File: config.mk
export PLATFORM = sky130hd
export DESIGN_NAME = snoop_rsp_seq
export DESIGN_NICKNAME = d
export VERILOG_FILES = /design/src/rtl/snoop_rsp_seq_pkg.sv /design/src/rtl/snoop_resolve.sv /design/src/rtl/beat_ctr.sv /design/src/rtl/snoop_rsp_seq.sv
export SDC_FILE = /design/constraint.sdc
export NUM_CORES = 1
export LEC_CHECK = 0
export BUFFER_PORTS_ARGS = -buffer_cell sky130_fd_sc_hd__buf_2
export CAP_MARGIN = 15
export CORE_MARGIN = 3
export CORE_UTILIZATION = 25
export CTS_CLUSTER_DIAMETER = 200
export DETAILED_ROUTE_END_ITERATION = 12
export PLACE_DENSITY_LB_ADDON = 0.1
export SYNTH_ARGS = -nofsm -noshare
export SYNTH_HDL_FRONTEND = slang
export SYNTH_SLANG_ARGS = --single-unit
File: constraint.sdc
create_clock -name clk -period 3.2 [get_ports clk]
set_input_delay 0.64 -clock clk [delete_from_list [all_inputs] [get_ports clk]]
set_output_delay 0.64 -clock clk [all_outputs]
set_load 0.02 [all_outputs]
File: src/rtl/snoop_rsp_seq_pkg.sv
`timescale 1ns/1ps
package snoop_rsp_seq_pkg;
    typedef enum logic [2:0] {
        ST_IDLE,
        ST_SNOOP,
        ST_WAIT_OWNER,
        ST_ARB,
        ST_DATA,
        ST_TURN
    } seq_state_e;

    typedef enum logic [1:0] {
        DEC_WAIT,
        DEC_MEM,
        DEC_CACHE
    } snoop_dec_e;
endpackage

File: src/rtl/snoop_resolve.sv
`timescale 1ns/1ps
module snoop_resolve
    import snoop_rsp_seq_pkg::*;
(
    input  logic       inhibit,
    input  logic       dirty,
    input  logic       mem_ready,
    output snoop_dec_e dec
);
    // Inhibit masks everything; dirty beats memory; memory waits for ready.
    always_comb begin
        if (inhibit)
            dec = DEC_WAIT;
        else if (dirty)
            dec = DEC_CACHE;
        else if (mem_ready)
            dec = DEC_MEM;
        else
            dec = DEC_WAIT;
    end
endmodule

File: src/rtl/beat_ctr.sv
`timescale 1ns/1ps
module beat_ctr #(
    parameter int BEATS  = 4,
    parameter int BEAT_W = 2
) (
    input  logic              clk,
    input  logic              rst_n,
    input  logic              adv,
    output logic [BEAT_W-1:0] cnt,
    output logic              last
);
    localparam logic [BEAT_W-1:0] LAST_IDX = BEAT_W'(BEATS - 1);

    assign last = (cnt == LAST_IDX);

    always_ff @(posedge clk) begin
        if (!rst_n || !adv)
            cnt <= '0;
        else if (last)
            cnt <= '0;
        else
            cnt <= cnt + 1'b1;
    end
endmodule

File: src/rtl/snoop_rsp_seq.sv
`timescale 1ns/1ps
module snoop_rsp_seq
    import snoop_rsp_seq_pkg::*;
#(
    parameter int TAG_W      = 3,
    parameter int LINE_BYTES = 128,
    parameter int BUS_BITS   = 256,
    parameter int BEATS      = (LINE_BYTES * 8) / BUS_BITS,
    parameter int BEAT_W     = (BEATS > 1) ? $clog2(BEATS) : 1
) (
    input  logic              clk,
    input  logic              rst_n,
    input  logic              req_valid,
    input  logic [TAG_W-1:0]  req_tag,
    input  logic              req_excl,
    input  logic              mem_ready,
    input  logic              snp_shared,
    input  logic              snp_dirty,
    input  logic              snp_inhibit,
    input  logic              cache_ready,
    input  logic              bus_grant,
    output logic              busy,
    output logic              bus_req,
    output logic              rsp_valid,
    output logic [TAG_W-1:0]  rsp_tag,
    output logic              rsp_src,
    output logic              rsp_shared,
    output logic              rsp_dirty,
    output logic [BEAT_W-1:0] rsp_beat,
    output logic              mem_abort,
    output logic              mem_sink,
    output logic              grab_ok,
    output logic              tag_release
);
    seq_state_e        state, state_nx;
    snoop_dec_e        dec;
    logic [TAG_W-1:0]  tag_q;
    logic              excl_q;
    logic              shared_q;
    logic              src_q;
    logic [BEAT_W-1:0] beat;
    logic              beat_last;

    snoop_resolve u_resolve (
        .inhibit   (snp_inhibit),
        .dirty     (snp_dirty),
        .mem_ready (mem_ready),
        .dec       (dec)
    );

    beat_ctr #(.BEATS(BEATS), .BEAT_W(BEAT_W)) u_beats (
        .clk   (clk),
        .rst_n (rst_n),
        .adv   (state == ST_DATA),
        .cnt   (beat),
        .last  (beat_last)
    );

    always_comb begin
        state_nx = state;
        unique case (state)
            ST_IDLE:       if (req_valid) state_nx = ST_SNOOP;
            ST_SNOOP: begin
                if (dec == DEC_CACHE)    state_nx = ST_WAIT_OWNER;
                else if (dec == DEC_MEM) state_nx = ST_ARB;
            end
            ST_WAIT_OWNER: if (cache_ready) state_nx = ST_ARB;
            ST_ARB:        if (bus_grant)   state_nx = ST_DATA;
            ST_DATA:       if (beat_last)   state_nx = ST_TURN;
            ST_TURN:       state_nx = ST_IDLE;
            default:       state_nx = ST_IDLE;
        endcase
    end

    always_ff @(posedge clk) begin
        if (!rst_n) begin
            state    <= ST_IDLE;
            tag_q    <= '0;
            excl_q   <= 1'b0;
            shared_q <= 1'b0;
            src_q    <= 1'b0;
        end else begin
            state <= state_nx;
            if (state == ST_IDLE && req_valid) begin
                tag_q    <= req_tag;
                excl_q   <= req_excl;
                shared_q <= 1'b0;
                src_q    <= 1'b0;
            end
            if (state == ST_SNOOP) begin
                shared_q <= shared_q | snp_shared;
                if (dec == DEC_CACHE)
                    src_q <= 1'b1;
            end
        end
    end

    always_comb begin
        busy        = (state != ST_IDLE);
        bus_req     = (state == ST_ARB);
        rsp_valid   = 1'b0;
        rsp_tag     = '0;
        rsp_src     = 1'b0;
        rsp_shared  = 1'b0;
        rsp_dirty   = 1'b0;
        rsp_beat    = '0;
        mem_abort   = 1'b0;
        mem_sink    = 1'b0;
        grab_ok     = 1'b0;
        tag_release = 1'b0;
        unique case (state)
            ST_SNOOP: mem_abort = (dec == DEC_CACHE);
            ST_DATA: begin
                rsp_valid   = 1'b1;
                rsp_tag     = tag_q;
                rsp_src     = src_q;
                rsp_shared  = shared_q;
                rsp_dirty   = src_q;
                rsp_beat    = beat;
                mem_sink    = src_q && !excl_q;
                grab_ok     = !excl_q;
                tag_release = beat_last;
            end
            default: ;
        endcase
    end
endmodule

==> metrics.md <==
| Metric | Value |
|---|---|
| Status | complete, no violations |
| Drt pass-1 iters | 3 |
| DRC violations left | 0 |
| Placed wire-length estimate | 1.00 mm |
| Crit. Startpoint | state[2] |
| Number of buffers added on ports | 27 |
| Number of CTS-inserted buffers | 3 |
| FMAX | 406 MHz |
| Initial Util | 0.267 |
| RSZ-0062 raised after global routing | false |
| PnR worst setup slack | 740 ps |
| Die Width | 55.1 um |
| Clock Latency Late Sink | 260 ps |
| Top-area cell type share of the netlist area | 0.365 |
| Die area | 3040 sq um |
| Synth cell types | 31 |
| # diodes | 0 |
| Drt wl/cell | 11.1 um |
| Via density per instance | 4.36 |
| Row count | 17 |
| Final GP Congestion | 0.708 |
| Ranking of synthesized cells by area | dfxtp_1 (37%), and2_1 (9.3%), mux2i_1 (8.3%), nor2b_1 (6.2%), nor4b_4 (3.9%) |
| CTS Sinks | 11 |
| Async S/R FF share, synth | 0 |
| Post-CTS setup buffer count | 0 |
| Chip height | 55.1 um |
| # H-tree levels | 1 |
| Vias | 514 |
| Worst EP required | 2560 ps |
| Worst-margin pin slew | 596 ps |
| Post-synth top cells | dfxtp_1 (11), and2_1 (9), nor2b_1 (6) |
| Post-Route WL | 1.31 mm |
| CTS tree | built |
| Fin area | 772 sq um |
| Clk slew on worst S/H paths | 70 ps |
| GR Util All Layers | 0.0942 |
| First-pass GRT wire length | 1.98 mm |
| Mux cell area share after synthesis | 0.0830 |
| CP max stage cell | nor3b_2 |
| Critical Path Sink | mem_sink |
| Reg2reg path depth | 2 |
| Worst Hold Launch | src_q |
| Setup Skew | 2.73 ps |
| Syn Area/Cell | 9.57 sq um |
| DR iter-0 viols | 4 |
| Crit path cell chain | nor3b_2 > nor2b_1 > and2_1 > buf_2 |
| GRT met1 Usage | 0.124 |
| Largest family of logic cells by synthesized area | simple AND/OR/NAND/NOR gates |
| Setup slack, reg-to-reg | 1830 ps |
| Met2 Use GR | 0.138 |
| Simple-gate area share of the yosys netlist | 0.382 |
| Critical path type | reg -> out |
| Xor-xnor portion of the synthesized cell area | 0 |
| Post-CTS Hold Fix Bufs | 0 |
| Antenna violations before repair | 0 |
| Final ANT Viol Nets | 0 |
| Area leader, netlist | dfxtp_1 |
| Placed instance area | 746 sq um |
| Relative slew slack | 0.601 |
| Syn nets | 77 |
| Worst Path Arrival | 1820 ps |
| Setup Viol. Count Final | 0 |
| Area Growth Syn to Fin | 28.0% |
| Fin Setup TNS | 0 ps |
| Synthesized flop and latch total | 11 |
| R2r startpoint | state[2] |
| Total of max-cap violations | 0 |
| Layout Nets | 105 |
| Crit path max-delay family | simple AND/OR/NAND/NOR gates |
| Synth Area in Compound Gates | 0.0913 |
| Layout cells sized above 1 | 0.367 |
| Buffers & Inverters on Critical Path | 1 |
| Number of enable flip-flop cells after synthesis | 0 |
| Placement Setup Slack | 993 ps |
| Pwr/cell area | 392 nW/um^2 |
| Critical path endpoint category | output pin |
| PostCTS Resize Cnt | 0 |
| Cell Area, Synth | 603 sq um |
| R2r endpoint | u_beats.cnt[0] |
| Slew Limit Fails | 0 |
| GRT Max-Usage Layer | met2 |
| Root Buffer | clkbuf_4 |
| Final period util | 0.769 |
| Post-synth top flop | dfxtp_1 |
| Fin util | 0.342 |
| Worst min-delay path class | reg -> reg |
| Sequential area share after synthesis | 0.365 |
| Worst vdd ir | 0.168 mV |
| Total congestion overflow | 0 |
| Adder-cell share of the synthesized area | 0.0207 |
| Core area | 2250 sq um |
| Met3 Resource Use GR | 0.0268 |
| Final hold viol count | 0 |
| Max clock buf depth | 2 |
| Pleak | 0.000382 uW |
| Maximum number of pins on one net before global-route repair | 14 |
| Synth Instances | 63 |
| Tmin final | 2460 ps |
| Total of warnings raised by yosys | 0 |
| Critical Path Stages | 4 |
| Worst setup SP type | register |
| Slowest Stage Delay on Critical Path | 570 ps |
| I/O pin count | 28 |
| Count leader, synth | dfxtp_1 |
| Crit path max fanout | 13 |
| Number of global-route vias before repair | 455 |
## per-stage QoR
step,hold WS [ps],total power [uW],cells
global placement,477,216,114
floorplan,453,198,63
global route,543,325,118
detailed placement,484,215,114
CTS,497,309,118
finish,489,303,118
## worst register-to-register path, delay by kind of cell (launching register included)
kind / cells / cell delay (ps)
DFF: 1 / 480
and+or+nand+nor: 2 / 840
## power breakdown
part / total [uW] / switching, uW / leakage [uW] / internal, uW
combinational: 55.4 / 26.9 / 0.000277 / 28.5
clock: 91.3 / 43.2 / 0.0000150 / 48.1
sequential: 156 / 10.3 / 0.0000898 / 145
## per-layer routing
metal  wire length (um)  vias to the layer above
li1                   -                      272
met1                625                      225
met2                577                       15
met3                 93                        2
met4                 17                        0
met5                  0                        -
## flip-flops by register name (all words and copies together) (netlist names)
| signal | cells |
|---|---|
| excl_q | 1 |
| shared_q | 1 |
| src_q | 1 |
| state | 3 |
| tag_q | 3 |
| u_beats.cnt | 2 |
## kinds of logic (layout without fill, tap and decap cells)
logic type / after synthesis / count (layout)
multiplexers: 5 / 5
AND/OR/NAND/NOR: 32 / 32
flip-flops: 11 / 11
adder cells (fa/ha/maj): 1 / 1
AO/OA/AOI/OAI: 8 / 8
buffers and inverters: 6 / 33
## area by class of cell
class / instances / area, sq um
Inverter: 2 / 7.51
Sequential cell: 11 / 220
Multi-Input combinational cell: 46 / 348
Fill cell: 258 / 1480
Tap cell: 28 / 35.0
Clock buffer: 4 / 26.3
Timing Repair Buffer: 27 / 135
## cell usage in the layout, fill, tap and decap left out, types with 2 or more instances in the layout
cell type	Yosys	layout
buf_2	1	27
inv_1	2	2
mux2i_1	5	5
and2_1	9	9
nor2_1	3	3
dfxtp_1	11	11
and2b_1	2	2
a31oi_1	2	2
nor2b_1	6	6
clkbuf_4	0	3
## worst min path at each step
stage	endpoint	depth (start not counted)
2_1_floorplan	src_q	2
3_3_place_gp	src_q	2
3_5_place_dp	src_q	2
4_1_cts	src_q	2
5_1_grt	src_q	2
6_report	src_q	2
(Power assumes the default switching activity.)
